**src/rtl/mdio_bridge_pkg.sv**
```systemverilog
package mdio_bridge_pkg;

    localparam int PAGE_W   = 10;
    localparam int HALF_W   = 16;
    localparam int WORD_W   = 2 * HALF_W;
    localparam int PHY_LO_W = 3;
    localparam int REGN_W   = 5;
    localparam int HDR_W    = 2 + 5 + REGN_W;
    localparam int WORD_AW  = PAGE_W + PHY_LO_W + REGN_W - 1;
    localparam int ADDR_W   = WORD_AW + 2;

    typedef enum logic [1:0] {
        MODE_BYPASS = 2'd0,
        MODE_RSVD   = 2'd1,
        MODE_REG    = 2'd2,
        MODE_PAGE   = 2'd3
    } mode_e;

    typedef struct packed {
        mode_e                 mode;
        logic [PHY_LO_W-1:0]   phy_lo;
        logic [REGN_W-1:0]     regn;
        logic [HALF_W-1:0]     data;
    } mdio_req_t;

    // Word index of a register: page, low PHY bits, register number without the half bit
    function automatic logic [WORD_AW-1:0] word_of(input logic [PAGE_W-1:0]   pg,
                                                   input logic [PHY_LO_W-1:0] pl,
                                                   input logic [REGN_W-2:0]   rn_hi);
        return {pg, pl, rn_hi};
    endfunction

endpackage

```
**src/rtl/mdio_edge_sync.sv**
```systemverilog
module mdio_edge_sync #(
    parameter int STAGES = 2
) (
    input  logic clk,
    input  logic rst,
    input  logic mdc_i,
    input  logic mdio_i,
    output logic mdc_rise,
    output logic mdc_fall,
    output logic mdio_s
);
    logic [STAGES-1:0] mdc_sh;
    logic [STAGES-1:0] mdio_sh;
    logic              mdc_last;

    always_ff @(posedge clk) begin
        if (rst) begin
            mdc_sh   <= '0;
            mdio_sh  <= '0;
            mdc_last <= 1'b0;
        end else begin
            mdc_sh   <= {mdc_sh[STAGES-2:0], mdc_i};
            mdio_sh  <= {mdio_sh[STAGES-2:0], mdio_i};
            mdc_last <= mdc_sh[STAGES-1];
        end
    end

    assign mdc_rise = mdc_sh[STAGES-1] & ~mdc_last;
    assign mdc_fall = ~mdc_sh[STAGES-1] & mdc_last;
    assign mdio_s   = mdio_sh[STAGES-1];

endmodule

```
**src/rtl/mdio_frame_rx.sv**
```systemverilog
module mdio_frame_rx
    import mdio_bridge_pkg::*;
#(
    parameter int PRE_MIN = 32
) (
    input  logic              clk,
    input  logic              rst,
    input  logic              rise,
    input  logic              fall,
    input  logic              mdio_s,
    input  logic [HALF_W-1:0] rd_half,
    output logic              wr_evt,
    output logic              rd_evt,
    output mdio_req_t         req,
    output logic              bypass_stb,
    output logic              mdio_out,
    output logic              mdio_oe
);
    localparam int PW = $clog2(PRE_MIN + 1);

    typedef enum logic [2:0] {
        ST_PRE, ST_START, ST_HDR, ST_WDATA, ST_RDRV
    } rx_state_e;

    rx_state_e         st;
    logic [PW-1:0]     pre_cnt;
    logic [4:0]        bit_cnt;
    logic [4:0]        fall_cnt;
    logic [HDR_W-2:0]  hdr_sh;
    logic [HALF_W-1:0] dat_sh;
    logic [HALF_W-1:0] tx_sh;
    logic [HDR_W-1:0]  hdr_full;
    logic [1:0]        hdr_op;
    mode_e             hdr_mode;

    assign hdr_full = {hdr_sh, mdio_s};
    assign hdr_op   = hdr_full[HDR_W-1 -: 2];
    assign hdr_mode = mode_e'(hdr_full[HDR_W-3 -: 2]);

    always_ff @(posedge clk) begin
        wr_evt     <= 1'b0;
        rd_evt     <= 1'b0;
        bypass_stb <= 1'b0;
        if (rst) begin
            st       <= ST_PRE;
            pre_cnt  <= '0;
            bit_cnt  <= '0;
            fall_cnt <= '0;
            hdr_sh   <= '0;
            dat_sh   <= '0;
            tx_sh    <= '0;
            req      <= '0;
            mdio_out <= 1'b0;
            mdio_oe  <= 1'b0;
        end else begin
            case (st)
                ST_PRE: if (rise) begin
                    if (mdio_s) begin
                        if (pre_cnt != PW'(PRE_MIN)) pre_cnt <= pre_cnt + 1'b1;
                    end else begin
                        if (pre_cnt == PW'(PRE_MIN)) st <= ST_START;
                        pre_cnt <= '0;
                    end
                end
                ST_START: if (rise) begin
                    st      <= mdio_s ? ST_HDR : ST_PRE;
                    bit_cnt <= '0;
                end
                ST_HDR: if (rise) begin
                    hdr_sh  <= hdr_full[HDR_W-2:0];
                    bit_cnt <= bit_cnt + 1'b1;
                    if (bit_cnt == 5'(HDR_W - 1)) begin
                        req.mode   <= hdr_mode;
                        req.phy_lo <= hdr_full[REGN_W +: PHY_LO_W];
                        req.regn   <= hdr_full[REGN_W-1:0];
                        bit_cnt    <= '0;
                        fall_cnt   <= '0;
                        if (hdr_op != 2'b10 && hdr_op != 2'b01) begin
                            st <= ST_PRE;
                        end else if (hdr_mode != MODE_REG && hdr_mode != MODE_PAGE) begin
                            bypass_stb <= 1'b1;
                            st         <= ST_PRE;
                        end else if (hdr_op == 2'b10) begin
                            if (hdr_mode == MODE_REG) begin
                                rd_evt <= 1'b1;
                                st     <= ST_RDRV;
                            end else begin
                                st <= ST_PRE;
                            end
                        end else begin
                            st <= ST_WDATA;
                        end
                    end
                end
                ST_WDATA: if (rise) begin
                    dat_sh  <= {dat_sh[HALF_W-2:0], mdio_s};
                    bit_cnt <= bit_cnt + 1'b1;
                    if (bit_cnt == 5'(HALF_W + 1)) begin
                        req.data <= {dat_sh[HALF_W-2:0], mdio_s};
                        wr_evt   <= 1'b1;
                        st       <= ST_PRE;
                    end
                end
                ST_RDRV: if (fall) begin
                    fall_cnt <= fall_cnt + 1'b1;
                    if (fall_cnt == 5'd1) begin
                        mdio_oe  <= 1'b1;
                        mdio_out <= 1'b0;
                        tx_sh    <= rd_half;
                    end else if (fall_cnt >= 5'd2 && fall_cnt <= 5'(HALF_W + 1)) begin
                        mdio_out <= tx_sh[HALF_W-1];
                        tx_sh    <= {tx_sh[HALF_W-2:0], 1'b0};
                    end else if (fall_cnt == 5'(HALF_W + 2)) begin
                        mdio_oe  <= 1'b0;
                        mdio_out <= 1'b0;
                        st       <= ST_PRE;
                    end
                end
                default: st <= ST_PRE;
            endcase
        end
    end

    // every driven window opens with the zero turnaround bit
    a_r9_ta_zero: assert property (@(posedge clk) disable iff (rst)
        $rose(mdio_oe) |-> !mdio_out);

    // a bypass frame never also raises a register event
    a_r1_bypass_alone: assert property (@(posedge clk) disable iff (rst)
        bypass_stb |-> !wr_evt && !rd_evt);

endmodule

```
**src/rtl/paged_reg_core.sv**
```systemverilog
module paged_reg_core
    import mdio_bridge_pkg::*;
(
    input  logic              clk,
    input  logic              rst,
    input  logic              wr_evt,
    input  logic              rd_evt,
    input  mdio_req_t         req,
    input  logic [WORD_W-1:0] reg_rdata,
    output logic              reg_wr,
    output logic              reg_rd,
    output logic [ADDR_W-1:0] reg_addr,
    output logic [WORD_W-1:0] reg_wdata,
    output logic [HALF_W-1:0] rd_half
);
    logic [PAGE_W-1:0]  page;
    logic               stage_v;
    logic [WORD_AW-1:0] stage_word;
    logic [HALF_W-1:0]  stage_lo;
    logic               hold_v;
    logic [WORD_AW-1:0] hold_word;
    logic [HALF_W-1:0]  hold_hi;
    logic               cap_low;
    logic [WORD_AW-1:0] cur_word;
    logic               cur_high;

    assign cur_word = word_of(page, req.phy_lo, req.regn[REGN_W-1:1]);
    assign cur_high = req.regn[0];

    always_ff @(posedge clk) begin
        reg_wr <= 1'b0;
        reg_rd <= 1'b0;
        if (rst) begin
            page       <= '0;
            stage_v    <= 1'b0;
            stage_word <= '0;
            stage_lo   <= '0;
            hold_v     <= 1'b0;
            hold_word  <= '0;
            hold_hi    <= '0;
            cap_low    <= 1'b0;
            reg_addr   <= '0;
            reg_wdata  <= '0;
            rd_half    <= '0;
        end else begin
            if (reg_rd) begin
                if (cap_low) begin
                    rd_half   <= reg_rdata[HALF_W-1:0];
                    hold_hi   <= reg_rdata[WORD_W-1:HALF_W];
                    hold_word <= reg_addr[ADDR_W-1:2];
                    hold_v    <= 1'b1;
                end else begin
                    rd_half <= reg_rdata[WORD_W-1:HALF_W];
                end
            end
            if (wr_evt) begin
                case (req.mode)
                    MODE_PAGE: page <= req.data[PAGE_W-1:0];
                    MODE_REG: begin
                        if (!cur_high) begin
                            stage_v    <= 1'b1;
                            stage_word <= cur_word;
                            stage_lo   <= req.data;
                        end else if (stage_v && stage_word == cur_word) begin
                            reg_wr    <= 1'b1;
                            reg_addr  <= {cur_word, 2'b00};
                            reg_wdata <= {req.data, stage_lo};
                            stage_v   <= 1'b0;
                        end
                    end
                    default: ;
                endcase
            end
            if (rd_evt && req.mode == MODE_REG) begin
                if (cur_high && hold_v && hold_word == cur_word) begin
                    rd_half <= hold_hi;
                    hold_v  <= 1'b0;
                end else begin
                    reg_rd   <= 1'b1;
                    reg_addr <= {cur_word, 2'b00};
                    cap_low  <= !cur_high;
                end
            end
        end
    end

    // one strobe at a time, each one cycle wide
    a_r11_excl: assert property (@(posedge clk) disable iff (rst)
        !(reg_wr && reg_rd));
    a_r11_wr_pulse: assert property (@(posedge clk) disable iff (rst)
        reg_wr |=> !reg_wr);
    // a bus write only follows a decoded write frame
    a_r5_wr_cause: assert property (@(posedge clk) disable iff (rst)
        reg_wr |-> $past(wr_evt));
    // a bus read only follows a decoded read frame
    a_r6_rd_cause: assert property (@(posedge clk) disable iff (rst)
        reg_rd |-> $past(rd_evt));
    // the page moves only on a write frame
    a_r2_page_src: assert property (@(posedge clk) disable iff (rst)
        (page != $past(page)) |-> $past(wr_evt));

endmodule

```
**src/rtl/mdio_paged_bridge.sv**
```systemverilog
module mdio_paged_bridge
    import mdio_bridge_pkg::*;
#(
    parameter int SYNC_STAGES = 2,
    parameter int PRE_MIN     = 32
) (
    input  logic              clk,
    input  logic              rst,
    input  logic              mdc,
    input  logic              mdio_in,
    output logic              mdio_out,
    output logic              mdio_oe,
    output logic              bypass_stb,
    output logic              reg_wr,
    output logic              reg_rd,
    output logic [ADDR_W-1:0] reg_addr,
    output logic [WORD_W-1:0] reg_wdata,
    input  logic [WORD_W-1:0] reg_rdata
);
    logic              rise, fall, mdio_s;
    logic              wr_evt, rd_evt;
    mdio_req_t         req;
    logic [HALF_W-1:0] rd_half;

    mdio_edge_sync #(.STAGES(SYNC_STAGES)) u_sync (
        .clk      (clk),
        .rst      (rst),
        .mdc_i    (mdc),
        .mdio_i   (mdio_in),
        .mdc_rise (rise),
        .mdc_fall (fall),
        .mdio_s   (mdio_s)
    );

    mdio_frame_rx #(.PRE_MIN(PRE_MIN)) u_rx (
        .clk        (clk),
        .rst        (rst),
        .rise       (rise),
        .fall       (fall),
        .mdio_s     (mdio_s),
        .rd_half    (rd_half),
        .wr_evt     (wr_evt),
        .rd_evt     (rd_evt),
        .req        (req),
        .bypass_stb (bypass_stb),
        .mdio_out   (mdio_out),
        .mdio_oe    (mdio_oe)
    );

    paged_reg_core u_core (
        .clk       (clk),
        .rst       (rst),
        .wr_evt    (wr_evt),
        .rd_evt    (rd_evt),
        .req       (req),
        .reg_rdata (reg_rdata),
        .reg_wr    (reg_wr),
        .reg_rd    (reg_rd),
        .reg_addr  (reg_addr),
        .reg_wdata (reg_wdata),
        .rd_half   (rd_half)
    );

    // a bypass frame is followed by no bus access
    a_r1_bypass_quiet: assert property (@(posedge clk) disable iff (rst)
        bypass_stb |=> !reg_wr && !reg_rd);

endmodule

```
**config.mk**
```make
export PLATFORM = sky130hd
export DESIGN_NAME = mdio_paged_bridge
export DESIGN_NICKNAME = d
export VERILOG_FILES = /design/src/rtl/mdio_bridge_pkg.sv /design/src/rtl/mdio_edge_sync.sv /design/src/rtl/mdio_frame_rx.sv /design/src/rtl/paged_reg_core.sv /design/src/rtl/mdio_paged_bridge.sv
export SDC_FILE = /design/constraint.sdc
export NUM_CORES = 1
export LEC_CHECK = 0
export BUFFER_PORTS_ARGS = -buffer_cell sky130_fd_sc_hd__buf_2
export CAP_MARGIN = 20
export CORE_ASPECT_RATIO = 0.6
export CORE_MARGIN = 4
export CORE_UTILIZATION = 45
export CTS_CLUSTER_DIAMETER = 40
export DETAILED_ROUTE_END_ITERATION = 8
export HOLD_SLACK_MARGIN = 0.03
export PLACE_DENSITY = 0.74
export SETUP_SLACK_MARGIN = 0.15
export SYNTH_ARGS = -nofsm -noshare
export SYNTH_HDL_FRONTEND = slang
export SYNTH_SLANG_ARGS = --single-unit
```
**constraint.sdc**
```tcl
create_clock -name clk -period 2 [get_ports clk]
set_input_delay 0.4 -clock clk [delete_from_list [all_inputs] [get_ports clk]]
set_output_delay 0.4 -clock clk [all_outputs]
set_load 0.05 [all_outputs]
```
After elaboration in Yosys (flattened, before gate mapping)

Cells that the tools add are included.

Bitwise logic cells: 14
Muxes and demuxes: 57
Add/sub/neg operators: 3
Reduce and logical (&&, ||, !) cells: 36
Order comparisons: 2
Equal/unequal tests: 35

Operator list:

| kind                                                                    | count |
|---|---|
| 19-bit 2-to-1 mux                                                       | 6 |
| 16-bit 2-to-1 mux                                                       | 6 |
| 3-bit 2-to-1 mux                                                        | 16 |
| 5-bit 2-to-1 mux                                                        | 7 |
| 17-bit equality test                                                    | 2 |
| 2-bit inequality test, second input constant                            | 11 |
| 3-bit AND reduction                                                     | 7 |
| 1-bit 2-to-1 mux                                                        | 16 |
| 2-bit by 1-bit inequality test with 1-bit output, second input constant | 8 |
| 4-bit AND reduction                                                     | 4 |
| 3-bit one-hot mux with 5 select lines                                   | 1 |
| 5-bit one-hot mux with 3 select lines                                   | 1 |
| 6-bit 2-to-1 mux                                                        | 2 |
| 1-bit inverter                                                          | 12 |
| 12-bit AND reduction                                                    | 1 |
| 5-bit by 1-bit adder with 5-bit output, second input constant           | 2 |
| 5-bit equality test, second input constant                              | 2 |
| 5-bit one-hot mux with 2 select lines                                   | 1 |
| 2-bit AND reduction                                                     | 5 |
| 2-bit equality test, second input constant                              | 4 |
| 1-bit logical AND                                                       | 7 |
| 7-bit OR reduction                                                      | 1 |
| 6-bit by 1-bit adder with 6-bit output, second input constant           | 1 |
| 3-bit by 2-bit equality test with 1-bit output, second input constant   | 2 |
| 18 further kinds                                                        | 22 |

Output and inout port bits: 56
Input bits: 36
Word-level logic and storage cells: 179
Flip-flop bits (word level): 245

Longest topological paths before layout

Gate-level depths: netlist (run 1).

Depth after elaboration: 8
Mapped depth: 9
Depth with buffers taken out: 8

By module

From an unflattened synthesis (run 1), not the netlist that was laid out.

Cells, all modules: 1176
Area, all modules: 10156.0 um^2

Modules (own cells, without submodules):

| module         | instances | area an instance (um^2) | seq. area each (um^2) | cells each |
|---|---|---|---|---|
| paged_reg_core | 1         | 5988.2                  | 2962.8                | 697 |
| mdio_frame_rx  | 1         | 4023.9                  | 1841.8                | 467 |
| mdio_edge_sync | 1         | 143.9                   | 100.1                 | 12 |

Least setup slack after synthesis (run 1)

No wires, ideal clock.

Path kind: reg-to-reg
Start: reg u_core.reg_rd
End: reg u_core.hold_word[0]
Stages on the path, launching flop included: 7
Path slack: 0.263 ns
Buffers on the path: 3
Data required time: 1.929 ns
Period minus slack after synthesis: 1.737 ns
Arrival: 1.666 ns
Library setup time: 0.071 ns
Cell sequence: dfxtp_1 clkbuf_1 and2_1 clkbuf_1 clkbuf_1 nand2_1 a21oi_1

Longest elaborated chain between the ends: 1

Ends and longest elaborated chain:

| element                       | line                 | text |
|---|---|---|
| start: declaration            | paged_reg_core.sv:11 | `output logic reg_rd,` |
| start signal: assignment      | paged_reg_core.sv:32 | `reg_rd <= 1'b0;` |
| start signal: assignment      | paged_reg_core.sv:79 | `reg_rd <= 1'b1;` |
| 2-bit AND reduction (no line) | --                   |  |
| end signal: assignment        | paged_reg_core.sv:50 | `hold_word <= reg_addr[ADDR_W-1:2];` |
| end: declaration              | paged_reg_core.sv:21 | `logic [WORD_AW-1:0] hold_word;` |

No other way between the ends.
A chain may end at the register's enable or synchronous reset.

Worst setup path after layout (run 1)

Start: reg u_core.reg_rd
End: out reg_rd

RTL lines:

| element          | line                    | text |
|---|---|---|
| end: declaration | mdio_paged_bridge.sv:15 | `output logic reg_rd,` |

No word-level cell between the ends.

==> impl_metrics.json, run 1 <==
{
  "ant_nets": 0,
  "tightest_slew_ns": 0.473,
  "grt.total_usage_pct": 18.6,
  "synth_area_leaders": "dfxtp_1 (48%), nand2_1 (10%), a21oi_1 (8.0%)",
  "clock_skew_ns": 0.0197,
  "crit_slowest_cell": "dfxtp_1",
  "period_minus_slack_ns": 1.83,
  "worst-path-buf-inv": 1,
  "drive_gt1_share_pct": 20.3,
  "cp_max_fo": 7,
  "drt-initial-drc-count": 496,
  "die_area_um2": 25100,
  "status": "finished clean",
  "cpPeakStageDelay_ns": 0.55,
  "max-vdd-ir-drop_v": 0.000597,
  "period_share_pct": 91.3,
  "maxSlewViolCount": 0,
  "path_delay_family": "flip-flops",
  "drt_first_pass_iters": 5,
  "cts_buffers": 26,
  "nets": 1299,
  "post_drt_wl_per_cell_um": 15.4,
  "syn_area_um2": 10200,
  "wirelength_mm": 24.4,
  "cts_sinks": 245,
  "relSlewSlack_pct": 68.0,
  "num_io_pins": 92,
  "synth-edff-count": 0,
  "grt_pass1_vias": 7856,
  "chipWidth_um": 202,
  "path_class": "flip-flop to output port",
  "fin_setup_tns_ns": 0,
  "die_y_um": 124,
  "holdBufCountCts": 0,
  "synth_seq_cells": 245,
  "yosysSeqAreaShare_pct": 48.3,
  "hold_class": "primary input to flip-flop",
  "portBuffers": 91,
  "coreArea_um2": 22100,
  "cts_buffer_depth": 3,
  "cts_tree": "yes",
  "setup_viol": 0,
  "routed_via_density": 5.22,
  "dpl.hpwl_mm": 16.2,
  "grt_pass1_wl_mm": 40.0,
  "dpl_cell_area_um2": 11100,
  "area_growth_pct": 20.4,
  "power_density_nw_per_um2": 844,
  "arrival_ns": 1.43,
  "yosysWarnings": 0,
  "total_power_uw": 10300,
  "overflow": 0,
  "insertedDiodeCount": 0,
  "final_area_um2": 12200,
  "htree_levels": 1,
  "synthCells": 1168,
  "critPathRequiredTime_ns": 1.60,
  "cp-start-kind": "flip-flop",
  "yosys.cell_types.count": 54,
  "insertion_delay_ns": 0.53,
  "synth_nets": 1212,
  "grt_antenna_before_repair": 0,
  "yosysMostFrequentCell": "nand2_1",
  "place_congestion": 0.837,
  "end_kind": "output port",
  "route.detailed.drc": 0,
  "drv_cap": 0,
  "rsz0062_at_grt": "true",
  "crit_chain": "buf_2",
  "via_count": 8261,
  "synth_flop_cell": "dfxtp_1",
  "cts_root_buf": "clkbuf_16",
  "yosys-top-cells-count": "nand2_1 (271), dfxtp_1 (245), a21oi_1 (162), nor2_1 (105), mux2i_1 (81)",
  "fp-row-count": 42,
  "synthArstFlopShare_pct": 0,
  "hold_viol": 0,
  "grt_max_degree": 55,
  "start_util_pct": 45.9,
  "power.leakage_uw": 0.00460,
  "synth_top_cell_area_share_pct": 48.3,
  "clk_pin_slew_worst_paths_ns": 0.06,
  "fin_util_pct": 55.2,
  "avgSynthCellArea_um2": 8.69,
  "timing.fmax_mhz": 548,
  "yosys.area.top_type": "dfxtp_1"
}
==> cells in the final DEF, fill, tap and decap left out, types with 3 or more instances in the layout <==
| cell type | synthesis | routed |
|---|---|---|
| a211oi_2 | 16 | 16 |
| a21bo_1 | 17 | 17 |
| a21oi_1 | 162 | 161 |
| a21oi_2 | 11 | 12 |
| and2_1 | 4 | 4 |
| and3b_1 | 5 | 4 |
| buf_12 | 0 | 12 |
| buf_2 | 15 | 90 |
| buf_4 | 6 | 31 |
| buf_6 | 9 | 5 |
| bufinv_16 | 0 | 5 |
| clkbuf_16 | 0 | 27 |
| clkbuf_8 | 0 | 3 |
| clkinv_2 | 0 | 3 |
| dfxtp_1 | 245 | 230 |
| dfxtp_2 | 0 | 13 |
| ha_1 | 8 | 8 |
| inv_1 | 9 | 9 |
| inv_6 | 0 | 4 |
| mux2i_1 | 81 | 77 |
| mux2i_2 | 0 | 4 |
| nand2_1 | 271 | 271 |
| nand3_1 | 27 | 25 |
| nand4_1 | 14 | 14 |
| nor2_1 | 105 | 103 |
| nor2b_1 | 7 | 7 |
| nor3_1 | 12 | 10 |
| nor3_2 | 3 | 4 |
| o21ai_0 | 3 | 3 |
| o21bai_1 | 3 | 3 |
| or3_1 | 4 | 4 |
| xnor2_1 | 35 | 33 |
| xor2_1 | 9 | 9 |
==> final cells by class <==
cell class	count	area, um^2
clock inverters	18	260
clock buffers	30	696
repair buffers	139	1000
well taps	308	385
fillers	1969	9900
multi-input cells	833	4910
inverters	10	37.5
flip-flops and latches	245	4930
==> registers in the layout, indices dropped and copies added, names as in the netlist, 11 cells and up <==
| name | cells |
|---|---|
| u_core.hold_hi | 16 |
| u_core.hold_word | 17 |
| u_core.rd_half | 16 |
| u_core.reg_addr | 19 |
| u_core.reg_wdata | 32 |
| u_core.stage_lo | 16 |
| u_core.stage_word | 17 |
| u_rx.dat_sh | 15 |
| u_rx.hdr_sh | 11 |
| u_rx.req | 26 |
| u_rx.tx_sh | 16 |
==> layer usage <==
layer	GRT usage, %	up-vias	part of all wire (%)	wire [um]
met5	0	-	0	0
met4	3.13	0	1.4	342
met3	3.23	33	6.0	1470
met2	27.9	195	42	10300
met1	28.4	3927	50	12300
li1	-	4106	-	-
==> cells by family (layout without fill, tap and decap cells) <==
family	count (synthesis)	after routing	synth area share (%)
and+or+nand+nor	475	475	20.6
adders and majority gates	8	8	0.986
AOI/OAI and AO/OA	225	225	13.9
buffers and inverters	90	197	4.40
muxes	81	81	7.99
DFF	245	245	48.3
xor gates and xnor gates	44	44	3.80
==> what timing repair did <==
action	4_1_cts	5_1_grt
resized for setup	5	36
setup buffers	2	2
endpoints found under the hold margin	0	0
pin swaps	3	8
gates cloned	0	1
setup endpoints to repair	37	107
==> per-stage QoR <==
step | setup slack [ns] | hold slack [ns] | instances
after CTS | 0.161 | 0.0817 | 1580
after detailed placement | 0.0975 | 0.429 | 1530
after global placement | 0.107 | 0.427 | 1530
after global routing | 0.113 | 0.0904 | 1583
after floorplan | 0.263 | 0.414 | 1168
final | 0.175 | 0.0966 | 1583
==> final timing paths <==
path                                                   start                                end  slack (ns)  cells past startpoint
worst max-delay path                u_core.reg_rd$_SDFF_PP0_                             reg_rd        0.17                      1
worst min-delay path                                     mdc        u_sync.mdc_sh[0]$_SDFF_PP0_         0.1                      2
worst max register to register        u_rx.wr_evt$_SDFF_PP0_  u_core.reg_wdata[24]$_SDFFE_PP0P_        0.21                      7
worst min register to register  u_sync.mdio_sh[0]$_SDFF_PP0_       u_sync.mdio_sh[1]$_SDFF_PP0_        0.44                      1
==> power breakdown <==
| group | internal [uW] | switching (uW) | total (uW) |
|---|---|---|---|
| registers | 4880 | 5.45 | 4890 |
| logic | 58.9 | 116 | 175 |
| clock network | 3190 | 2060 | 5250 |
| total | 8130 | 2180 | 10300 |
Note: power is estimated with default switching activity, not from simulation.
==> inputs of run 2 (changes only) <==
--- a/config.mk
+++ b/config.mk
@@ -10,6 +10,7 @@
 export CORE_ASPECT_RATIO = 0.6
 export CORE_MARGIN = 4
 export CORE_UTILIZATION = 45
+export CTS_BUF_LIST = sky130_fd_sc_hd__clkbuf_4
 export CTS_CLUSTER_DIAMETER = 40
 export DETAILED_ROUTE_END_ITERATION = 8
 export HOLD_SLACK_MARGIN = 0.03
==> run 2 against run 1 <==
Final cell count is 4.1% higher; via count grew 3.1%; sequential power about the same; power is 15% lower; sequential cell count did not move; critical endpoint is now u_core.reg_addr[11]$_SDFF_PP0_.
==> impl_metrics.json, run 2 (synthesized netlist as in run 1, its figures left out) <==
{
  "p_seq_share_pct": 55.8,
  "route.detailed.drc": 0,
  "cp-start-kind": "flip-flop",
  "drt_first_pass_iters": 5,
  "nets": 1350,
  "drv_cap": 0,
  "wirelength_mm": 24.6,
  "final_cell_mix": "nand2_1 (271), dfxtp_1 (229), a21oi_1 (161)",
  "pre_cts_ws_ns": 0.0975,
  "insertion_delay_ns": 0.69,
  "fin_setup_tns_ns": 0,
  "clk_pin_slew_worst_paths_ns": 0.07,
  "fin_ws_ns": 0.175,
  "dr_wl_met3_mm": 1.40,
  "routed_via_density": 5.17,
  "hold_path_depth": 5,
  "wl_met2_mm": 10.2,
  "period_share_pct": 91.3,
  "area_growth_pct": 19.5,
  "drt-initial-drc-count": 512,
  "dpl.hpwl_mm": 16.2,
  "cts_tree": "yes",
  "coreArea_um2": 22100,
  "start_util_pct": 45.9,
  "insertedDiodeCount": 0,
  "timing.fmax_mhz": 548,
  "hold_viol": 0,
  "fp-row-count": 42,
  "grt_max_degree": 55,
  "power.leakage_uw": 0.00462,
  "chipWidth_um": 202,
  "htree_levels": 2,
  "regMostFlops": "u_core.reg_wdata",
  "crit_chain": "xnor2_1, nand4_1, nor3_4, nand3_4, buf_12, a21bo_1, a21oi_2",
  "cpPeakStageDelay_ns": 0.43,
  "total_power_uw": 8750,
  "num_io_pins": 92,
  "status": "finished clean",
  "grt.total_usage_pct": 18.9,
  "ff2ff_path_depth": 7,
  "critPathRequiredTime_ns": 2.59,
  "switchingPower_uw": 2000,
  "grt_antenna_before_repair": 0,
  "relSlewSlack_pct": 68.0,
  "largestRegisters": "u_core.reg_wdata (32), u_rx.req (26), u_core.reg_addr (19)",
  "holdPathEnd": "u_core.rd_half[4]$_SDFF_PP0_",
  "power_density_nw_per_um2": 721,
  "clockPowerShare_pct": 41.8,
  "die_area_um2": 25100,
  "drive_gt1_share_pct": 21.8,
  "tightest_slew_ns": 0.473,
  "hold_class": "primary input to flip-flop",
  "hold_start": "reg_rdata[4]",
  "highest_layer": "met4",
  "ant_nets": 0,
  "path_class": "flip-flop to flip-flop",
  "rsz0062_at_grt": "true",
  "portBuffers": 91,
  "place_congestion": 0.837,
  "cp_max_fo": 34,
  "end_kind": "flip-flop",
  "p_int_uw": 6740,
  "max-vdd-ir-drop_v": 0.000352,
  "via_count": 8515,
  "post_drt_wl_per_cell_um": 14.9,
  "cts_buffers": 55,
  "setup_viol": 0,
  "cts_sinks": 245,
  "clock_skew_ns": 0.0351,
  "swShare_pct": 22.9,
  "maxSlewViolCount": 0,
  "die_y_um": 124,
  "hold_ws_ns": 0.171,
  "arrival_ns": 2.42,
  "cts_buffer_depth": 3,
  "final_common_cell": "nand2_1",
  "reg2reg_from": "u_core.page[1]$_SDFFE_PP0P_",
  "cts_root_buf": "clkbuf_4",
  "crit_slowest_cell": "dfxtp_2",
  "period_minus_slack_ns": 1.83,
  "grt_pass1_wl_mm": 40.3,
  "overflow": 0,
  "combPwrFrac_pct": 2.4,
  "largest_reg_flops": 32,
  "grt_pass1_vias": 8196,
  "reg2reg_slack_ns": 0.17,
  "rr_endpoint": "u_core.reg_addr[11]$_SDFF_PP0_",
  "drt-met1-wl_mm": 12.5,
  "fin_util_pct": 54.8
}
-- run 2: cell types whose count changed in the layout (fill, tap and decap cells not counted), moves of 4 or more --
cell | before | now
buf_4 | 31 | 36
dlygate4sd3_1 | 0 | 21
clkbuf_16 | 27 | 1
clkbuf_4 | 0 | 79
buf_2 | 90 | 86
inv_6 | 4 | 0
bufinv_16 | 5 | 0
clkinv_1 | 0 | 11
-- run 2: how the worst max path moves through the flow --
stage	startpoint	end	slack, ns	cells after the start
finish	u_core.page[1]$_SDFFE_PP0P_	u_core.reg_addr[11]$_SDFF_PP0_	0.17	7
global route	u_rx.req[18]$_SDFFE_PP0P_	u_core.reg_addr[11]$_SDFF_PP0_	0.08	7
CTS	u_rx.req[17]$_SDFFE_PP0P_	u_core.reg_addr[11]$_SDFF_PP0_	0.15	7
detailed placement	u_rx.fall_cnt[1]$_SDFFE_PP0P_	u_rx.tx_sh[7]$_SDFFE_PP0P_	0.1	9
global placement	u_core.page[2]$_SDFFE_PP0P_	u_core.cap_low$_SDFFE_PP0P_	0.11	8
floorplan	u_core.reg_rd$_SDFF_PP0_	u_core.hold_word[0]$_SDFFE_PP0P_	0.26	6
-- run 2: metrics by stage --
step | cells | cell area (um^2)
floorplan | 1168 | 10200
global placement | 1530 | 11100
detailed placement | 1530 | 11100
CTS | 1644 | 12000
global route | 1648 | 12100
finish | 1648 | 12100
-- run 2: final cells by class --
cell class                      count  area (um^2)
Fill cell                        2032         9990
Sequential cell                   245         4930
Multi-Input combinational cell    833         4910
Timing Repair Buffer              161         1230
Clock buffer                       78          586
Tap cell                          308          385
Clock inverter                     13         57.6
Inverter                           10         37.5
-- run 2: critical path: cells and delay by family (launching register included) --
kind | cells | cell delay (ns)
buf+inv | 1 | 0.19
compound gates | 2 | 0.35
flops | 1 | 0.43
simple gates | 3 | 0.61
xor+xnor | 1 | 0.15
-- run 2: what timing repair did --
action / 4_1_cts / 5_1_grt
setup buffers: 2 / 3
endpoints found under the hold margin: 23 / 0
setup endpoints to repair: 37 / 101
hold buffers: 21 / 0
gates cloned: 0 / 1
gates resized for setup: 8 / 37
pin swaps: 3 / 8
-- run 2: power by group through the flow --
stage               clock [uW]  sequential [uW]  combinational, uW
floorplan                    0             5000               99.3
global placement             0             5000                173
detailed placement           0             5000                175
CTS                       3780             4890                206
global route              4020             4880                227
finish                    3660             4880                208
-- run 2: layer usage --
metal / vias up / GRT usage (%)
li1: 4233 / -
met1: 4020 / 27.9
met2: 218 / 27.7
met3: 44 / 4.42
met4: 0 / 4.86
met5: - / 0
==> inputs of run 3 (changes only) <==
--- a/config.mk
+++ b/config.mk
@@ -7,7 +7,6 @@
 export LEC_CHECK = 0
 export BUFFER_PORTS_ARGS = -buffer_cell sky130_fd_sc_hd__buf_2
 export CAP_MARGIN = 20
-export CORE_ASPECT_RATIO = 0.6
 export CORE_MARGIN = 4
 export CORE_UTILIZATION = 45
 export CTS_BUF_LIST = sky130_fd_sc_hd__clkbuf_4
@@ -18,4 +17,5 @@
 export SETUP_SLACK_MARGIN = 0.15
 export SYNTH_ARGS = -nofsm -noshare
 export SYNTH_HDL_FRONTEND = slang
+export SYNTH_HIERARCHICAL = 1
 export SYNTH_SLANG_ARGS = --single-unit
==> run 3 against run 2 <==
Clock power rose by 17%; sequential share of layout area fell by 0.77 points; critical endpoint is now u_core/reg_addr[11]$_SDFF_PP0_; synthesized cell count rose by 0.68%; fmax rose by 1.5%; count of clock-buffer cells in the layout rose by 17; wire length fell by 2.3%.
==> impl_metrics.json, run 3 <==
{
  "yosysMostFrequentCell": "nand2_1",
  "cts_buffers": 66,
  "dpl_cell_area_um2": 11000,
  "clock_skew_ns": 0.0417,
  "crit_slowest_cell": "dfxtp_2",
  "max-vdd-ir-drop_v": 0.000492,
  "stdcell_count": 1655,
  "maxSlewViolCount": 0,
  "fp-row-count": 54,
  "tightest_slew_ns": 0.451,
  "period_share_pct": 89.9,
  "final_area_um2": 12400,
  "power_density_nw_per_um2": 755,
  "routed_via_density": 5.19,
  "final_cell_mix": "nand2_1 (275), dfxtp_1 (224), a21oi_1 (167)",
  "pre_cts_ws_ns": -0.0210,
  "chipWidth_um": 158,
  "hold_class": "primary input to flip-flop",
  "drive_gt1_share_pct": 24.1,
  "critPathRequiredTime_ns": 2.58,
  "synth-edff-count": 0,
  "cts_buffer_depth": 3,
  "status": "finished clean",
  "synth_top_cell_area_share_pct": 48.3,
  "cts_tree": "yes",
  "drt_first_pass_iters": 5,
  "start_util_pct": 46.1,
  "cp-start-kind": "flip-flop",
  "fin_setup_tns_ns": 0,
  "path_class": "flip-flop to flip-flop",
  "seq_area_um2": 4940,
  "arrival_ns": 2.37,
  "die_y_um": 158,
  "regMostFlops": "u_core/reg_wdata",
  "synthCells": 1176,
  "yosys.cell_types.count": 59,
  "relSlewSlack_pct": 69.8,
  "num_io_pins": 92,
  "die_area_um2": 25000,
  "nets": 1379,
  "yosysSeqAreaShare_pct": 48.3,
  "synth_flop_cell": "dfxtp_1",
  "grt_pass1_wl_mm": 37.5,
  "ant_nets": 0,
  "synth_area_leaders": "dfxtp_1 (48%), nand2_1 (10%), a21oi_1 (8.4%)",
  "yosys.area.top_type": "dfxtp_1",
  "coreArea_um2": 22000,
  "synthArstFlopShare_pct": 0,
  "insertion_delay_ns": 0.67,
  "synth_seq_cells": 245,
  "place_congestion": 0.806,
  "grt_antenna_before_repair": 1,
  "cpPeakStageDelay_ns": 0.33,
  "end_kind": "flip-flop",
  "nFillCells": 1930,
  "dpl.hpwl_mm": 15.1,
  "crit_chain": "and3b_2, nand4_1, nor3_4, nand3_4, buf_12, clkbuf_16, a21bo_1, a21oi_1",
  "setup_viol": 0,
  "area_growth_pct": 21.9,
  "multi_input_comb_area_um2": 4910,
  "cp_max_fo": 8,
  "yosys-top-cells-count": "nand2_1 (275), dfxtp_1 (245), a21oi_1 (171), nor2_1 (102), mux2i_1 (81)",
  "drt-initial-drc-count": 443,
  "hold_viol": 0,
  "synth_nets": 1220,
  "yosysWarnings": 6,
  "htree_levels": 3,
  "placed_cells": 1509,
  "rsz0062_at_grt": "true",
  "cts_sinks": 245,
  "via_count": 8595,
  "clk_pin_slew_worst_paths_ns": 0.06,
  "fin_ws_ns": 0.202,
  "timing.fmax_mhz": 556,
  "largest_reg_flops": 32,
  "drv_cap": 0,
  "post_drt_wl_per_cell_um": 14.5,
  "avgSynthCellArea_um2": 8.64,
  "overflow": 0,
  "final_common_cell": "nand2_1",
  "wirelength_mm": 24.0,
  "syn_area_um2": 10200,
  "grt_pass1_vias": 8070,
  "period_minus_slack_ns": 1.80,
  "grt.total_usage_pct": 18.0,
  "largestRegisters": "u_core/reg_wdata (32), u_rx/req (26), u_core/reg_addr (19)",
  "power.leakage_uw": 0.00482,
  "route.detailed.drc": 0,
  "portBuffers": 91,
  "cts_root_buf": "clkbuf_4",
  "grt_max_degree": 85
}
## run 3: path summary, 6_finish.rpt
check                               start                        endpoint  slack, ns  cells after the start
max reg2reg     u_rx/req[24]$_SDFFE_PP0P_  u_core/reg_addr[11]$_SDFF_PP0_       0.20                      8
min                                   rst     u_sync/mdc_sh[0]$_SDFF_PP0_       0.10                      2
max             u_rx/req[24]$_SDFFE_PP0P_  u_core/reg_addr[11]$_SDFF_PP0_       0.20                      8
min reg2reg  u_sync/mdio_sh[0]$_SDFF_PP0_    u_sync/mdio_sh[1]$_SDFF_PP0_       0.44                      1
## run 3: cell type report
type,instances,area share [%]
Clock buffer,95,5.76
Inverter,12,0.364
Tap cell,280,2.83
Clock inverter,12,0.707
Multi-Input combinational cell,838,39.6
Sequential cell,245,39.9
Antenna cell,1,0.0202
Timing Repair Buffer,172,10.8
## run 3: what timing repair did
| action | 4_1_cts | 5_1_grt |
|---|---|---|
| pin swaps | 1 | 11 |
| setup buffers | 1 | 12 |
| endpoints found under the setup margin | 11 | 89 |
| endpoints found under the hold margin | 18 | 0 |
| cloned | 0 | 7 |
| gates resized for setup | 1 | 45 |
| hold buffers | 18 | 0 |
## run 3: kinds of logic after synthesis
group                    after synthesis  synth area share, %
AO/OA/AOI/OAI                        227                 13.7
XOR/XNOR                              40                 3.45
adder cells (fa/ha/maj)                8                0.986
buffers and inverters                 93                 4.55
flip-flops                           245                 48.3
multiplexers                          81                 7.98
AND/OR/NAND/NOR                      482                 21.0
## run 3: worst max-delay path: cells and delay by family (launching register included)
kind | cells | cell delay (ns)
and+or+nand+nor | 4 | 0.75
buffers and inverters | 2 | 0.35
DFF | 1 | 0.33
AOI/OAI and AO/OA | 2 | 0.30
## run 3: metrics by stage
stage          total power [uW]  util [%]  hold slack [ns]
2_1_floorplan              5090         -            0.414
3_3_place_gp               5160      49.8            0.431
3_5_place_dp               5160      49.8            0.426
4_1_cts                    9470      54.4           0.0611
5_1_grt                    9770      56.2           0.0866
6_report                   9350      56.2            0.105
## run 3: report_power, final
group | leakage [uW] | switching, uW | internal (uW) | total, uW
clock | 0.000470 | 1980 | 2300 | 4280
sequential | 0.00198 | 4.01 | 4880 | 4880
combinational | 0.00236 | 117 | 76.7 | 194
total | 0.00482 | 2100 | 7260 | 9350
## run 3: routing by layer
metal | wire, um | up-vias | track usage [%]
met5 | 0 | - | 0
met4 | 373 | 0 | 6.46
met3 | 1320 | 32 | 4.24
met2 | 11100 | 232 | 28.6
met1 | 11200 | 4022 | 24.2
li1 | - | 4309 | -
